File: config.mk
export PLATFORM = sky130hd
export DESIGN_NAME = lattice_eval
export DESIGN_NICKNAME = d
export VERILOG_FILES = /design/src/rtl/lattice_pkg.sv /design/src/rtl/lattice_datapath.sv /design/src/rtl/lattice_ctrl.sv /design/src/rtl/lattice_eval.sv
export SDC_FILE = /design/constraint.sdc
export NUM_CORES = 1
export LEC_CHECK = 0
export CORE_MARGIN = 3
export CORE_UTILIZATION = 48
export CTS_BUF_LIST = sky130_fd_sc_hd__clkbuf_8
export CTS_CLUSTER_DIAMETER = 50
export DETAILED_ROUTE_END_ITERATION = 6
export PLACE_DENSITY_LB_ADDON = 0.08
export SYNTH_ARGS = -nofsm -noshare
export SYNTH_HDL_FRONTEND = slang
export SYNTH_SLANG_ARGS = --single-unit
File: constraint.sdc
create_clock -name clk -period 2.44 [get_ports clk]
set_input_delay 0.244 -clock clk [delete_from_list [all_inputs] [get_ports clk]]
set_output_delay 0.244 -clock clk [all_outputs]
set_load 0.005 [all_outputs]
File: src/rtl/lattice_pkg.sv
package lattice_pkg;

  typedef enum logic [1:0] {
    MODE_TRUE = 2'd0,
    MODE_INV  = 2'd1,
    MODE_LOW  = 2'd2,
    MODE_HIGH = 2'd3
  } cellMode_e;

  typedef enum logic {
    ST_IDLE  = 1'b0,
    ST_SWEEP = 1'b1
  } sweepState_e;

  typedef struct packed {
    logic load;
    logic step;
    logic finish;
  } ctrlStrobe_t;

endpackage

File: src/rtl/lattice_datapath.sv
module lattice_datapath
  import lattice_pkg::*;
#(
  parameter int ROWS  = 3,
  parameter int COLS  = 3,
  parameter int NVARS = 4,
  parameter int VIW   = 2
) (
  input  logic                      clk,
  input  logic                      rstN,
  input  ctrlStrobe_t               strb,
  input  logic [NVARS-1:0]          varsIn,
  input  logic [2*ROWS*COLS-1:0]    cellModeIn,
  input  logic [VIW*ROWS*COLS-1:0]  cellVarIn,
  output logic                      grew,
  output logic                      topBottom,
  output logic                      leftRight
);

  localparam int CELLS = ROWS * COLS;
  localparam int LAST_ROW = (ROWS - 1) * COLS;

  logic [CELLS-1:0] cellNow;
  logic [CELLS-1:0] cellOn;
  logic [CELLS-1:0] reachTB;
  logic [CELLS-1:0] reachLR;
  logic [CELLS-1:0] tbNext;
  logic [CELLS-1:0] lrNext;
  logic [CELLS-1:0] tbSeed;
  logic [CELLS-1:0] lrSeed;
  logic             tbHit;
  logic             lrHit;

  logic [ROWS+1:0][COLS+1:0] tbPad;
  logic [ROWS+1:0][COLS+1:0] lrPad;

  // Per-cell literal resolution.
  for (genvar i = 0; i < CELLS; i++) begin : g_resolve
    logic [1:0]     modeBits;
    logic [VIW-1:0] varIdx;
    logic           litVal;
    logic           onBit;

    assign modeBits = cellModeIn[2*i +: 2];
    assign varIdx   = cellVarIn[VIW*i +: VIW];

    always_comb begin
      litVal = 1'b0;
      for (int k = 0; k < NVARS; k++) begin
        if (varIdx == VIW'(k)) litVal = varsIn[k];
      end
    end

    always_comb begin
      case (cellMode_e'(modeBits))
        MODE_TRUE: onBit = litVal;
        MODE_INV:  onBit = ~litVal;
        MODE_LOW:  onBit = 1'b0;
        default:   onBit = 1'b1;
      endcase
    end

    assign cellNow[i] = onBit;
  end

  // Seeds: conducting cells of the upper row, isolating cells of the left column.
  always_comb begin
    tbSeed = '0;
    lrSeed = '0;
    for (int c = 0; c < COLS; c++) tbSeed[c] = cellNow[c];
    for (int r = 0; r < ROWS; r++) lrSeed[r*COLS] = ~cellNow[r*COLS];
  end

  // Zero-bordered copies of the reach sets so every neighbour index is legal.
  always_comb begin
    tbPad = '0;
    lrPad = '0;
    for (int r = 0; r < ROWS; r++) begin
      for (int c = 0; c < COLS; c++) begin
        tbPad[r+1][c+1] = reachTB[r*COLS+c];
        lrPad[r+1][c+1] = reachLR[r*COLS+c];
      end
    end
  end

  for (genvar r = 0; r < ROWS; r++) begin : g_row
    for (genvar c = 0; c < COLS; c++) begin : g_col
      localparam int IDX = r * COLS + c;

      assign tbNext[IDX] = cellOn[IDX] &
        (tbPad[r+1][c+1] | tbPad[r][c+1] | tbPad[r+2][c+1] |
         tbPad[r+1][c]   | tbPad[r+1][c+2]);

      assign lrNext[IDX] = ~cellOn[IDX] &
        (|{lrPad[r][c],   lrPad[r][c+1],   lrPad[r][c+2],
           lrPad[r+1][c], lrPad[r+1][c+1], lrPad[r+1][c+2],
           lrPad[r+2][c], lrPad[r+2][c+1], lrPad[r+2][c+2]});
    end
  end

  always_comb begin
    tbHit = 1'b0;
    lrHit = 1'b0;
    for (int c = 0; c < COLS; c++) tbHit |= reachTB[LAST_ROW + c];
    for (int r = 0; r < ROWS; r++) lrHit |= reachLR[r*COLS + COLS - 1];
  end

  assign grew = (tbNext != reachTB) || (lrNext != reachLR);

  always_ff @(posedge clk or negedge rstN) begin
    if (!rstN) begin
      cellOn    <= '0;
      reachTB   <= '0;
      reachLR   <= '0;
      topBottom <= 1'b0;
      leftRight <= 1'b0;
    end else begin
      if (strb.load) begin
        cellOn  <= cellNow;
        reachTB <= tbSeed;
        reachLR <= lrSeed;
      end else if (strb.step) begin
        reachTB <= tbNext;
        reachLR <= lrNext;
      end
      if (strb.finish) begin
        topBottom <= tbHit;
        leftRight <= lrHit;
      end
    end
  end

  // a reached conducting cell is never dropped by a sweep step.
  assert_tb_monotone_R2: assert property (@(posedge clk) disable iff (!rstN)
    strb.step |=> ((reachTB & $past(reachTB)) == $past(reachTB)));

  // the dual reach set only grows as well.
  assert_lr_monotone_R4: assert property (@(posedge clk) disable iff (!rstN)
    strb.step |=> ((reachLR & $past(reachLR)) == $past(reachLR)));

  // the controller ends a sweep only once both sets have settled.
  assert_converged_R7: assert property (@(posedge clk) disable iff (!rstN)
    strb.finish |-> !grew);

  // the captured cell vector is untouched while a sweep runs.
  assert_capture_stable_R8: assert property (@(posedge clk) disable iff (!rstN)
    (strb.step || strb.finish) |=> $stable(cellOn));

endmodule

File: src/rtl/lattice_ctrl.sv
module lattice_ctrl
  import lattice_pkg::*;
#(
  parameter int CELLS = 9
) (
  input  logic        clk,
  input  logic        rstN,
  input  logic        start,
  input  logic        grew,
  output ctrlStrobe_t strb,
  output logic        busy,
  output logic        done
);

  localparam int CW = $clog2(CELLS + 1);

  sweepState_e   state;
  logic [CW-1:0] stepCnt;
  logic          limit;

  assign limit = (stepCnt == CW'(CELLS - 1));
  assign busy  = (state == ST_SWEEP);

  always_comb begin
    strb        = '0;
    strb.load   = (state == ST_IDLE) && start;
    strb.step   = (state == ST_SWEEP) && grew && !limit;
    strb.finish = (state == ST_SWEEP) && (!grew || limit);
  end

  always_ff @(posedge clk or negedge rstN) begin
    if (!rstN) begin
      state   <= ST_IDLE;
      stepCnt <= '0;
      done    <= 1'b0;
    end else begin
      done <= strb.finish;
      if (strb.load) begin
        state   <= ST_SWEEP;
        stepCnt <= '0;
      end else if (strb.step) begin
        stepCnt <= stepCnt + 1'b1;
      end else if (strb.finish) begin
        state <= ST_IDLE;
      end
    end
  end

  // an accepted start shows up as busy one clock later.
  assert_start_busy_R6: assert property (@(posedge clk) disable iff (!rstN)
    (start && !busy) |=> busy);

  // done lasts exactly one clock.
  assert_done_pulse_R6: assert property (@(posedge clk) disable iff (!rstN)
    done |=> !done);

  // completion is reported only when the sweep has ended.
  assert_done_idle_R6: assert property (@(posedge clk) disable iff (!rstN)
    done |-> !busy);

endmodule

File: src/rtl/lattice_eval.sv
module lattice_eval
  import lattice_pkg::*;
#(
  parameter int ROWS  = 3,
  parameter int COLS  = 3,
  parameter int NVARS = 4,
  parameter int VIW   = (NVARS > 1) ? $clog2(NVARS) : 1
) (
  input  logic                      clk,
  input  logic                      rstN,
  input  logic                      start,
  input  logic [NVARS-1:0]          varsIn,
  input  logic [2*ROWS*COLS-1:0]    cellModeIn,
  input  logic [VIW*ROWS*COLS-1:0]  cellVarIn,
  output logic                      busy,
  output logic                      done,
  output logic                      topBottom,
  output logic                      leftRight
);

  localparam int CELLS = ROWS * COLS;

  ctrlStrobe_t strb;
  logic        grew;

  lattice_ctrl #(
    .CELLS(CELLS)
  ) i_ctrl (
    .clk  (clk),
    .rstN (rstN),
    .start(start),
    .grew (grew),
    .strb (strb),
    .busy (busy),
    .done (done)
  );

  lattice_datapath #(
    .ROWS (ROWS),
    .COLS (COLS),
    .NVARS(NVARS),
    .VIW  (VIW)
  ) i_datapath (
    .clk       (clk),
    .rstN      (rstN),
    .strb      (strb),
    .varsIn    (varsIn),
    .cellModeIn(cellModeIn),
    .cellVarIn (cellVarIn),
    .grew      (grew),
    .topBottom (topBottom),
    .leftRight (leftRight)
  );

  // the two sweeps always disagree on completion.
  assert_duality_R5: assert property (@(posedge clk) disable iff (!rstN)
    done |-> (leftRight != topBottom));

  // results move only together with the done pulse.
  assert_result_hold_R6: assert property (@(posedge clk) disable iff (!rstN)
    !done |-> ($stable(topBottom) && $stable(leftRight)));

endmodule

# [Word-level counts from Yosys, hierarchy flattened]
# Cells that the tools add are included.
[totals] ff_bits=35 latchBits=0 ram_bits=0 rom_bits=0 in_bits=43 out_inout_bits=4 word_cells=215 memories=0
[classes] add_sub_neg=1 multipliers=0 n_div=0 order_cmp=0 eq_ne=49 n_shift=0 n_mux=54 bitwise=65 reduce_logical=38
[op_table] cell="$eq 2x2->1 const B" n=27
[op_table] cell="$mux 1" n=39
[op_table] cell="$eq 2x1->1 const B" n=18
[op_table] cell="$logic_not 2->1" n=18
[op_table] cell="$mux 9" n=4
[op_table] cell="$pmux 1 s3" n=9
[op_table] cell="$or 1x1->1" n=25
[op_table] cell="$reduce_or 6->1" n=4
[op_table] cell="$not 1->1" n=22
[op_table] cell="$and 1x1->1" n=18
[op_table] cell="$ne 9x9->1" n=2
[op_table] cell="$reduce_or 4->1" n=4
[op_table] cell="$reduce_or 9->1" n=1
[op_table] cell="$mux 4" n=2
[op_table] cell="$add 4x1->4 const B" n=1
[op_table] cell="$eq 4x4->1 const B" n=1
[op_table] cell="$logic_and 1x1->1" n=4
[op_table] cell="$reduce_bool 2->1" n=2
[op_table] cell="$logic_not 1->1" n=2
[op_table] cell="$logic_or 1x1->1" n=2
[op_table] cell="$ne 2x1->1 const B" n=1
[op_table] cell="$reduce_and 2->1" n=1

# [Logic depth before layout (Yosys ltp)]
# Gate-level depths: netlist of run 1.
[depth] word_depth=13 depth_mapped=10

# [Modules after synthesis]
# From an unflattened synthesis of run 1, not the netlist that was laid out.
[hier_totals] hier_cells=236 hier_area_um2=2245.9
[modules_own_cells] mod="lattice_datapath" n_inst=1 cells_per_inst=207 area_per_inst_um2=1921.8
[modules_own_cells] mod="lattice_ctrl" n_inst=1 cells_per_inst=29 area_per_inst_um2=324.1

# [Worst setup path before layout of run 1]
# No wires, ideal clock.
[synth_timing] path_type="register to register" from="register i_datapath.reachLR[5]" to="register i_ctrl.stepCnt[0]" setup_time_ns=0.125 arrival_ns=2.195 t_required_ns=2.315 setup_slack_ns=0.120 path_stages_with_launch=10 path_buffers=3 period_less_slack_ns=2.320 cell_sequence="dfrtp_1 > buf_2 > mux2_2 > a221o_1 > nor3_1 > nand4_1 > o311a_1 > buf_6 > buf_6 > mux2_2"
[synth_via] elab_chain_len=7 word_cells_on_any_way=17 cone_classes="1 x eq/ne; 6 x bitwise; 10 x reduce/logical"
[synth_lines] element="start: declaration" line_no="lattice_datapath.sv:26" text="logic [CELLS-1:0] reachLR;"
[synth_lines] element="start signal: assignment" line_no="lattice_datapath.sv:121" text="reachLR <= lrSeed;"
[synth_lines] element="start signal: assignment" line_no="lattice_datapath.sv:124" text="reachLR <= lrNext;"
[synth_lines] element="$reduce_or 9->1, or another cell as far along" line_no="lattice_datapath.sv:95" text="(|{lrPad[r][c], lrPad[r][c+1], lrPad[r][c+2],"
[synth_lines] element="$and 1x1->1" line_no="lattice_datapath.sv:94" text="assign lrNext[IDX] = ~cellOn[IDX] &"
[synth_lines] element="$ne 9x9->1 (*)" line_no="lattice_datapath.sv:108" text="assign grew = (tbNext != reachTB) || (lrNext != reachLR);"
[synth_lines] element="$logic_or 1x1->1 (*)" line_no="lattice_datapath.sv:108"
[synth_lines] element="$logic_and 1x1->1 (*) (2 in series)" line_no="lattice_ctrl.sv:27" text="strb.step = (state == ST_SWEEP) && grew && !limit;"
[synth_lines] element="$reduce_bool 2->1 (no source line) (*)"
[synth_lines] element="end signal: assignment" line_no="lattice_ctrl.sv:42" text="stepCnt <= stepCnt + 1'b1;"
[synth_lines] element="end: declaration" line_no="lattice_ctrl.sv:18" text="logic [CW-1:0] stepCnt;"
# Mark *: on every way between the ends. The rest lies on a longest branch, timed or not.
# A chain may end at the register's enable or synchronous reset.

# [Final worst setup path of run 1]
[layout_timing] from="register i_datapath.reachTB[4]" to="register i_ctrl.state, in the netlist i_ctrl.busy"
[layout_via] elab_chain_len=12 word_cells_on_any_way=26 cone_classes="2 x eq/ne; 16 x bitwise; 8 x reduce/logical"
[layout_lines] element="start: declaration" line_no="lattice_datapath.sv:25" text="logic [CELLS-1:0] reachTB;"
[layout_lines] element="start signal: assignment" line_no="lattice_datapath.sv:120" text="reachTB <= tbSeed;"
[layout_lines] element="start signal: assignment" line_no="lattice_datapath.sv:123" text="reachTB <= tbNext;"
[layout_lines] element="$or 1x1->1 (3 in series)" line_no="lattice_datapath.sv:91" text="(tbPad[r+1][c+1] | tbPad[r][c+1] | tbPad[r+2][c+1] |"
[layout_lines] element="$or 1x1->1" line_no="lattice_datapath.sv:92" text="tbPad[r+1][c] | tbPad[r+1][c+2]);"
[layout_lines] element="$and 1x1->1" line_no="lattice_datapath.sv:90" text="assign tbNext[IDX] = cellOn[IDX] &"
[layout_lines] element="$ne 9x9->1 (*)" line_no="lattice_datapath.sv:108"
[layout_lines] element="$logic_or 1x1->1 (*)" line_no="lattice_datapath.sv:108"
[layout_lines] element="$logic_not 1->1" line_no="lattice_ctrl.sv:28" text="strb.finish = (state == ST_SWEEP) && (!grew || limit);"
[layout_lines] element="$logic_or 1x1->1" line_no="lattice_ctrl.sv:28"
[layout_lines] element="$logic_and 1x1->1" line_no="lattice_ctrl.sv:28"
[layout_lines] element="$reduce_bool 2->1 (no source line)"
[layout_lines] element="$reduce_and 2->1 (no source line) (*)"
[layout_lines] element="end signal: assignment" line_no="lattice_ctrl.sv:33" text="state <= ST_IDLE;"
[layout_lines] element="end signal: assignment" line_no="lattice_ctrl.sv:39" text="state <= ST_SWEEP;"
[layout_lines] element="end signal: assignment" line_no="lattice_ctrl.sv:44" text="state <= ST_IDLE;"
[layout_lines] element="end: declaration" line_no="lattice_ctrl.sv:17" text="sweepState_e state;"
# Marks and branches as above.

==> results.txt, run 1 <==
Comb pwr share: 56.7%
Worst Path Max Fanout: 8
Vias in the first global route: 2161
Initial DRT Pass Iterations: 6
Antenna violations before repair: 0
Setup-failing EPs final: 0
Clk pwr share: 11.9%
Count of state elements after synthesis: 35
Final antenna-violating net count: 0
Slowest cell on crit path: dfrtp_2
Crit path kind: reg2reg
Leakage power: 1.378 nW
Die W: 75.95 um
Main synth FF type: dfrtp_1
Remaining Overflow, GRT: 0
Worst path required time: 2.64 ns
Mapped Cells: 241
Layout cells sized above 1: 25.64%
Post-synthesis sequential area ratio: 37.29%
H-tree depth: 2
Pwr dens: 1177 mW/mm2
WP data arrival: 2.62 ns
Global Route Usage Sum: 21.26%
Inst Count DP: 364
Latest clock arrival within the worst-skew pair: 0.29 ns
Fraction of registers with async set/reset: 100.0%
Crit path cell chain: nor3_2, o32ai_1, nor4_2, nand4_1, o311a_4, buf_12, nor2_4, buf_12, buf_4, inv_2
Non-filler cells, final: 377
Sink Count: 35
Sw frac: 41.19%
Post-DP HPWL: 4618 um
Relative slew slack: 61.37%
Most frequent CP cell: buf_12
Placed instance area: 0.003019 mm2
# IOs: 47
P_sw: 1.603 mW
Syn Area/Cell: 9.745 um2
Syn Nets: 286
Worst hold path class: in2async
Final worst-path cycle share: 99.41%
CTS Buffer Depth: 2
Final nets: 356
Non-Filler Cell Area, Final: 0.003306 mm2
Setup Skew: 0.005531 ns
CTS tree: done
Post-Place Setup Slack: 0.02181 ns
Routed WL per cell: 16.56 um
Port Buffers: 46
Residual DRC: 0
CTS Buf Count: 5
Int Pwr: 2.289 mW
Max Cap Viol: 0
Reg2Reg Setup Slack: 0.01 ns
Drt initial violations: 158
Layout Utilization: 72.90%
Worst-Margin Slew: 0.5746 ns
Max Fclk: 412.2 MHz
Status: finished, final reports clean
Placeable Area: 0.004534 mm2
Crit path launch type: register
Num rows: 24
Post-synth EDFFs: 0
Setup TNS: 0 ns
Clk slew on worst S/H paths: 0.07 ns
Tot Pwr: 3.892 mW
Root buf cell: clkbuf_8
Routability Congestion: 0.9563
Area Overhead vs Synth: 40.76%
FILL cells: 348
Ant. Diodes: 0
R2r endpoint: i_ctrl.busy
CP peak stage delay: 0.46 ns
Vias post-DR: 2176
Routed vias/inst: 5.772
Reg power frac: 31.5%
Family with the most delay on the worst path: simple AND/OR/NAND/NOR gates
Reg2reg start: i_datapath.reachTB[4]
Die area: 0.005768 mm2
Synth Cell Area: 0.002349 mm2
Final WL: 6244 um
Final hold violation count: 0
Final Critical Period: 2.426 ns
Largest net degree at the start of global routing: 36
Die H: 75.95 um
Max-slew violations: 0
Worst hold slack: 0.3688 ns
Peak VDD IR: 0.0004816 V
R2R depth: 10
CP endpoint kind: register
Buf/Inv on CP: 4
PnR worst setup slack: 0.01428 ns
First-pass GRT wire length: 10010 um
Initial core utilization: 51.79%
Syn. warnings: 0
Yosys cell types: 53
-- synthesized netlist by cell type, drive strengths merged (2+ instances only) --
cell type  count  share of area, %
o211ai         3              0.96
nor2          18               3.2
nor4           3               1.1
a211oi         2               1.1
a221oi         2               1.3
nor3          12               2.6
xnor2         10               3.7
mux2           4               1.9
o21bai         3              0.96
buf            7               2.2
or4            2              0.64
a31oi          2              0.53
o31ai          5               1.8
nand2         18               2.9
a22o           3               1.1
or3            3              0.80
a21o           3              0.96
ha             2               1.1
dfrtp         35                37
o32ai          4               1.5
o21ai         15               3.2
nor2b          8               2.1
mux2i          7               3.0
a32o           4               1.7
a221o          2              0.85
inv           14               2.2
a21oi          5               1.1
or2            3              0.80
nand2b        13               3.5
mux4           9               8.6
clkbuf         7               1.1
-- routing by layer --
metal,routed length (um),GRT usage (%),vias up
li1,-,-,1020
met1,2401,25.84,1043
met5,0,0,-
met3,411,3.791,13
met2,3270,38.21,100
met4,160,6.703,0
-- cell type report --
class | count | area (um2) | share of cell area [%]
timing repair buffer | 77 | 747.0 | 22.60
clock buffer | 7 | 96.34 | 2.914
tap | 65 | 81.33 | 2.460
inverter | 15 | 56.30 | 1.703
clock inverter | 1 | 3.754 | 0.1136
multi-input combinational | 177 | 1438 | 43.49
sequential | 35 | 883.3 | 26.72
-- timing repair --
action / in CTS / in global routing
setup buffers: 0 / 4
hold buffers: 0 / 0
resized for setup: 0 / 30
hold endpoints to repair: 0 / 0
endpoints found under the setup margin: 0 / 25
-- worst max-delay path by stage --
stage	startpoint	to	cells past startpoint
finish	i_datapath.reachTB[4]	i_ctrl.busy	10
global route	i_datapath.reachTB[4]	i_datapath.reachTB[3]	9
CTS	i_datapath.reachTB[4]	i_ctrl.stepCnt[0]	8
detailed placement	i_datapath.reachTB[4]	i_ctrl.stepCnt[0]	8
global placement	i_datapath.reachTB[4]	i_ctrl.stepCnt[0]	8
floorplan	i_datapath.reachLR[5]	i_ctrl.stepCnt[0]	9
-- flip-flops by register name, summed over array words and instances, names as in the netlist --
signal                count
i_datapath.reachLR        9
i_datapath.cellOn         9
i_ctrl.busy               1
i_ctrl.done               1
i_datapath.topBottom      1
i_datapath.leftRight      1
i_ctrl.stepCnt            4
i_datapath.reachTB        9
-- placed cells by master, fill, tap and decap left out, types with 3 or more instances in the layout --
cell type and count:
o32ai_1 3, nor2b_1 8, nor3_1 4, a22o_1 3, o31ai_1 4, clkbuf_8 7, nor2_1 17, o21bai_1 3
inv_1 14, clkdlybuf4s50_1 46, mux4_2 9, o211ai_1 3, nand2b_1 13, a32o_1 4, nor3_2 7, xnor2_1 10
a21o_1 3, buf_6 3, dfrtp_1 29, a21oi_1 5, or3_1 3, dfrtp_2 6, nand2_1 18, o21ai_0 3
buf_4 25, mux2i_1 7, o21ai_1 11
-- cell families (layout without fill, tap and decap cells) --
| logic type | count (synthesis) | count (layout) | share of synthesized area (%) |
|---|---|---|---|
| adder cells (fa/ha/maj) | 2 | 2 | 1.065 |
| buffers and inverters | 29 | 100 | 5.753 |
| multiplexers | 20 | 20 | 13.53 |
| AO/OA/AOI/OAI | 61 | 61 | 19.98 |
| AND/OR/NAND/NOR | 83 | 83 | 18.27 |
| flip-flops | 35 | 35 | 37.29 |
| XOR/XNOR | 11 | 11 | 4.102 |
-- power groups by stage --
stage | Clock [mW] | Combinational [mW] | Sequential, mW
after CTS | 0.466 | 1.91 | 1.16
after global placement | 0 | 1.88 | 1.17
after detailed placement | 0 | 1.90 | 1.17
after global routing | 0.492 | 2.40 | 1.27
after floorplan | 0 | 1.31 | 1.07
final | 0.463 | 2.21 | 1.22
No activity file was read; power rests on OpenSTA's default activity.
==> run 2: changes to the inputs <==
==> constraint.sdc (replaced) <==
create_clock -name clk -period 2.44 [get_ports clk]
set_input_delay 0.244 -clock clk [delete_from_list [all_inputs] [get_ports clk]]
set_output_delay 0.244 -clock clk [all_outputs]
set_load 0.1 [all_outputs]
==> run 2 against run 1 <==
Net effect:
- maximum frequency up 3.6%
- routed wire length decreased by 10%
- via count shrank 2.9%
- critical path depth shrank 3
- hold slack worse by 0.0020 ns
- clock-buffer cell count is 1 lower
- critical path type unchanged
- highest routed layer unchanged
==> results.txt, run 2 (synthesis gave the netlist of run 1 again) <==
Global Route Usage Sum: 20.94% (-0.32 points)
Final nets: 350 (-1.7%)
Post-Place Setup Slack: 0.08035 ns (+0.05854 ns)
Post-DP HPWL: 4411 um (-4.5%)
FF/Latch Area: 880.8 um2 (-0.28%)
CTS Buf Count: 5 (unchanged)
Worst path required time: 2.62 ns (-0.02 ns)
Residual DRC: 0 (unchanged)
Sink Count: 35 (unchanged)
Multi-input combinational cell area: 0.001385 mm2 (-3.7%)
Relative slew slack: 71.60% (+10 points)
Setup-failing EPs final: 0 (unchanged)
Leakage power: 1.310 nW (-5.0%)
Crit path cell chain: or4_4, o21ai_2, o2111ai_1, o311a_1, buf_6, mux2i_1, and2_1
Slowest cell on crit path: or4_4
CP peak stage delay: 0.54 ns (+0.08 ns)
Crit path launch type: register
Pwr dens: 1185 mW/mm2 (+0.66%)
Worst-Margin Slew: 0.4153 ns (-0.1593 ns)
Biggest regs: i_datapath.cellOn x9, i_datapath.reachLR x9, i_datapath.reachTB x9
Final worst-path cycle share: 95.93% (-3.5 points)
Latest clock arrival within the worst-skew pair: 0.29 ns (about the same)
First-pass GRT wire length: 9825 um (-1.9%)
Die H: 75.95 um (unchanged)
# IOs: 47 (unchanged)
Routability Congestion: 0.9603 (+0.42%)
Peak VDD IR: 0.0004697 V (-2.5%)
Root buf cell: clkbuf_8
WP data arrival: 2.52 ns (-0.10 ns)
Vias in the first global route: 2094 (-3.1%)
Crit path kind: reg2reg
Die W: 75.95 um (unchanged)
Vias post-DR: 2113 (-2.9%)
Setup Skew: 0.004607 ns (-0.0009241 ns)
Layout Utilization: 68.93% (-4.0 points)
Commonest non-fill, non-tap cell in the layout: clkdlybuf4s50_1
Worst hold slack: 0.3668 ns (-0.002043 ns)
Largest net degree at the start of global routing: 36 (unchanged)
Initial DRT Pass Iterations: 4 (-2)
Remaining Overflow, GRT: 0 (unchanged)
Tot Pwr: 3.705 mW (-4.8%)
Clk slew on worst S/H paths: 0.07 ns (about the same)
Antenna violations before repair: 0 (unchanged)
Worst hold path class: in2async
Area Overhead vs Synth: 33.08%
Final hold violation count: 0 (unchanged)
PnR worst setup slack: 0.09936 ns (+0.08508 ns)
CTS tree: done
Num rows: 24 (unchanged)
CTS Buffer Depth: 2 (unchanged)
Max-slew violations: 0 (unchanged)
Max Cap Viol: 0 (unchanged)
Die area: 0.005768 mm2 (unchanged)
Final Critical Period: 2.341 ns (-0.08508 ns)
Max Fclk: 427.2 MHz (+3.6%)
Final antenna-violating net count: 0 (unchanged)
H-tree depth: 2 (unchanged)
Ant. Diodes: 0 (unchanged)
Routed WL per cell: 15.11 um (-8.8%)
R2R depth: 7 (-3)
Placeable Area: 0.004534 mm2 (unchanged)
Non-filler cells, final: 370 (-1.9%)
CP endpoint kind: register
Routed vias/inst: 5.711 (-1.1%)
Drt initial violations: 146 (-7.6%)
Port Buffers: 46 (unchanged)
Initial core utilization: 51.79% (unchanged)
Worst Path Max Fanout: 21 (+13)
FILL cells: 368 (+5.7%)
Inst Count DP: 361 (-0.82%)
Final WL: 5591 um (-10%)
Status: finished, final reports clean
Layout cells sized above 1: 22.30% (-3.3 points)
Most frequent cells in the layout: clkdlybuf4s50_1, dfrtp_1, buf_4
[run 2: cell types whose count changed in the layout (fill, tap and decap cells not counted), moves of 2 or more]
cell and delta:
clkdlybuf4s50_1 -4, nor3_2 -4, nor3_1 +5, buf_6 -2
dfrtp_2 -2, dfrtp_1 +2, buf_12 -2, buf_4 +2
[run 2: area by class of cell]
type	count	area share [%]
inverter	15	1.801
clock inverter	1	0.1601
sequential	35	28.18
timing repair buffer	70	20.30
clock buffer	6	2.642
tap	65	2.602
multi-input combinational	178	44.32
[run 2: worst paths after layout]
path                                  startpoint                     to  slack, ns
max                        i_datapath.reachLR[7]  i_datapath.reachLR[4]        0.1
min                                         rstN   i_datapath.topBottom       0.37
max reg2reg                i_datapath.reachLR[7]  i_datapath.reachLR[4]        0.1
min reg2reg                 i_datapath.leftRight   i_datapath.leftRight       0.49
max in group asynchronous                   rstN  i_datapath.reachLR[4]       1.74
min in group clk            i_datapath.leftRight   i_datapath.leftRight       0.49
[run 2: per-stage QoR]
stage / setup TNS [ns] / instance area [um2]
2_1_floorplan: 0 / 2349
3_3_place_gp: 0 / 2974
3_5_place_dp: 0 / 2974
4_1_cts: 0 / 3062
5_1_grt: -0.2570 / 3126
6_report: 0 / 3126
[run 2: what timing repair did]
| item | CTS | global route |
|---|---|---|
| buffers inserted | 0 | 1 |
| setup endpoints to repair | 0 | 19 |
| gates resized for setup | 0 | 15 |
| hold buffers | 0 | 0 |
[run 2: worst max-delay path: cells and delay by family, from the launching register on]
family	cells	cell delay, ns
buffers and inverters	1	0.19
multiplexers	1	0.13
AO/OA/AOI/OAI	3	0.77
flip-flops	1	0.44
AND/OR/NAND/NOR	2	0.70
[run 2: routing by layer]
| metal | track usage, % | part of all wire (%) | routed length [um] | vias up |
|---|---|---|---|---|
| met5 | 0 | 0 | 0 | - |
| met4 | 8.696 | 2.8 | 157 | 0 |
| met3 | 4.976 | 6.8 | 380 | 12 |
| met2 | 34.22 | 48 | 2680 | 89 |
| met1 | 26.72 | 42 | 2373 | 995 |
| li1 | - | - | - | 1017 |
[run 2: where the power goes]
group	switching [mW]	total [mW]	internal, mW
registers	0.348	1.21	0.857
clock network	0.203	0.424	0.221
logic	1.10	2.07	0.974
==> run 3: changes to the inputs <==
--- a/config.mk
+++ b/config.mk
@@ -5,6 +5,7 @@
 export SDC_FILE = /design/constraint.sdc
 export NUM_CORES = 1
 export LEC_CHECK = 0
+export CORE_ASPECT_RATIO = 0.6
 export CORE_MARGIN = 3
 export CORE_UTILIZATION = 48
 export CTS_BUF_LIST = sky130_fd_sc_hd__clkbuf_8
==> run 3 against run 2 <==
Net effect:
- the run now ends with setup timing left
- hold slack lost 0.0072 ns
- power grew 6.2%
- global-route usage grew 3.3 points
- critical path depth grew 1
- first-iteration DRC count grew 60%
- sequential cell count is the same
- maximum frequency shrank 5.0%
- clock power shrank 5.9%
- clock-buffer cell count shrank 1
- final cell count grew 1.1%
- sequential share of layout area shrank 0.69 points
- critical endpoint unchanged
==> results.txt, run 3 (synthesis gave the netlist of run 1 again) <==
Status: finished with violations
Failing checks: setup timing
Biggest regs: i_datapath.cellOn x9, i_datapath.reachLR x9, i_datapath.reachTB x9
Clk slew on worst S/H paths: 0.07 ns (about the same)
Drt initial violations: 234 (+60%)
Worst hold path class: in2async
Peak VDD IR: 0.0006564 V (+40%)
Setup-failing EPs final: 10 (+10)
Die H: 60.18 um (-21%)
Final WL: 6697 um (+20%)
CP endpoint kind: register
Final hold violation count: 0 (unchanged)
Crit path kind: reg2reg
Worst-Margin Slew: 0.4877 ns (+0.07233 ns)
Remaining Overflow, GRT: 0 (unchanged)
Leakage power: 1.353 nW (+3.3%)
Worst Path Max Fanout: 12 (-43%)
Initial DRT Pass Iterations: 5 (+1)
Placeable Area: 0.004636 mm2 (+2.2%)
Slowest cell on crit path: dfrtp_1
Vias post-DR: 2214 (+4.8%)
# IOs: 47 (unchanged)
Area Overhead vs Synth: 36.44%
Commonest non-fill, non-tap cell in the layout: clkdlybuf4s50_1
Reg2reg start: i_datapath.reachTB[4]
Final worst-path cycle share: 101.0% (+5.1 points)
Relative slew slack: 67.21% (-4.4 points)
Setup TNS: -0.1331 ns (-0.1331 ns)
R2R depth: 8 (+1)
Global Route Usage Sum: 24.19% (+3.3 points)
Worst path required time: 2.62 ns (about the same)
Tot Pwr: 3.934 mW (+6.2%)
Final antenna-violating net count: 0 (unchanged)
CTS tree: done
PnR worst setup slack: -0.02406 ns (-0.1234 ns)
CTS Buf Count: 5 (unchanged)
Pwr dens: 1228 mW/mm2 (+3.6%)
Port Buffers: 46 (unchanged)
Layout cells sized above 1: 24.12% (+1.8 points)
Setup Skew: 0.006256 ns (+0.001649 ns)
Antenna violations before repair: 0 (unchanged)
R2r endpoint: i_datapath.reachLR[4]
Worst hold slack: 0.3596 ns (-0.007154 ns)
CTS Buffer Depth: 2 (unchanged)
Max Cap Viol: 0 (unchanged)
Max Fclk: 405.8 MHz (-5.0%)
Final Critical Period: 2.464 ns (+0.1234 ns)
Post-DP HPWL: 5021 um (+14%)
Vias in the first global route: 1962 (-6.3%)
Final nets: 355 (+1.4%)
H-tree depth: 2 (unchanged)
Largest net degree at the start of global routing: 36 (unchanged)
Routed WL per cell: 17.91 um (+19%)
Family with the most delay on the worst path: simple AND/OR/NAND/NOR gates
WP data arrival: 2.65 ns (+0.13 ns)
Crit path launch: i_datapath.reachTB[4]
Buf/Inv on CP: 1 (unchanged)
Die W: 96.30 um (+27%)
Reg2Reg Setup Slack: -0.02 ns (-0.12 ns)
Most frequent cells in the layout: clkdlybuf4s50_1, dfrtp_1, buf_4
Num rows: 19 (-21%)
Routability Congestion: 0.9441 (-1.7%)
Initial core utilization: 50.66% (-1.1 points)
Sink Count: 35 (unchanged)
Root buf cell: clkbuf_8
Max-slew violations: 0 (unchanged)
Crit path cell chain: nor3_2, o32ai_1, nor4_1, nand4_1, o311a_4, buf_12, mux2i_1, and2_1
Routed vias/inst: 5.920 (+3.7%)
CP peak stage delay: 0.48 ns (-0.06 ns)
Die area: 0.005795 mm2 (+0.48%)
Layout Utilization: 69.12% (+0.19 points)
Residual DRC: 0 (unchanged)
Latest clock arrival within the worst-skew pair: 0.30 ns (about the same)
First-pass GRT wire length: 10320 um (+5.0%)
Ant. Diodes: 0 (unchanged)
Crit path launch type: register
-- run 3: repair_timing --
item | in CTS | in global routing
endpoints found under the setup margin | 10 | 22
resized for setup | 4 | 19
hold buffers | 0 | 0
cloned | 0 | 1
buffers inserted | 0 | 3
pin swaps | 2 | 7
hold endpoints to repair | 0 | 0
-- run 3: worst max path at each step --
stage	endpoint	slack, ns	cells after the start
2_1_floorplan	i_ctrl.stepCnt[0]	0.12	9
3_3_place_gp	i_ctrl.stepCnt[0]	-0.03	8
3_5_place_dp	i_ctrl.stepCnt[0]	-0.03	9
4_1_cts	i_datapath.leftRight	0.02	7
5_1_grt	i_datapath.reachTB[5]	-0.06	8
6_report	i_datapath.reachLR[4]	-0.02	8
-- run 3: layout make-up --
| type | count | area, um2 |
|---|---|---|
| sequential | 35 | 880.8 |
| clock buffer | 5 | 68.82 |
| clock inverter | 3 | 12.51 |
| timing repair buffer | 75 | 684.4 |
| fill | 364 | 1431 |
| tap | 63 | 78.83 |
| inverter | 15 | 56.30 |
| multi-input combinational | 178 | 1423 |
-- run 3: report_power, final --
| group | total [mW] | leakage (nW) | internal (mW) | switching, mW |
|---|---|---|---|---|
| Sequential | 1.26 | 0.417 | 0.856 | 0.402 |
| Clock | 0.399 | 0.0505 | 0.192 | 0.207 |
| Combinational | 2.28 | 0.885 | 1.08 | 1.20 |
-- run 3: worst reg2reg max path, delay by kind of cell, from the launching register on --
family                 cells  cell delay, ns
AND/OR/NAND/NOR            4            0.99
AO/OA/AOI/OAI              2            0.62
flip-flops                 1            0.48
buffers and inverters      1            0.16
multiplexers               1            0.11
-- run 3: metrics by stage --
step / worst slack, ns / std cells / cell area, um2
after floorplan: 0.1202 / 241 / 2349
after global placement: -0.02724 / 362 / 2994
after detailed placement: -0.03265 / 362 / 2994
after CTS: 0.02063 / 370 / 3092
after global routing: -0.05669 / 374 / 3204
final: -0.02406 / 374 / 3204
-- run 3: layer usage --
metal	routed length [um]	global-route usage, %	part of all wire [%]
met1	3260	39.67	49
met2	2723	30.62	41
met5	0	0	0
met4	112	5.788	1.7
met3	600	6.164	9.0
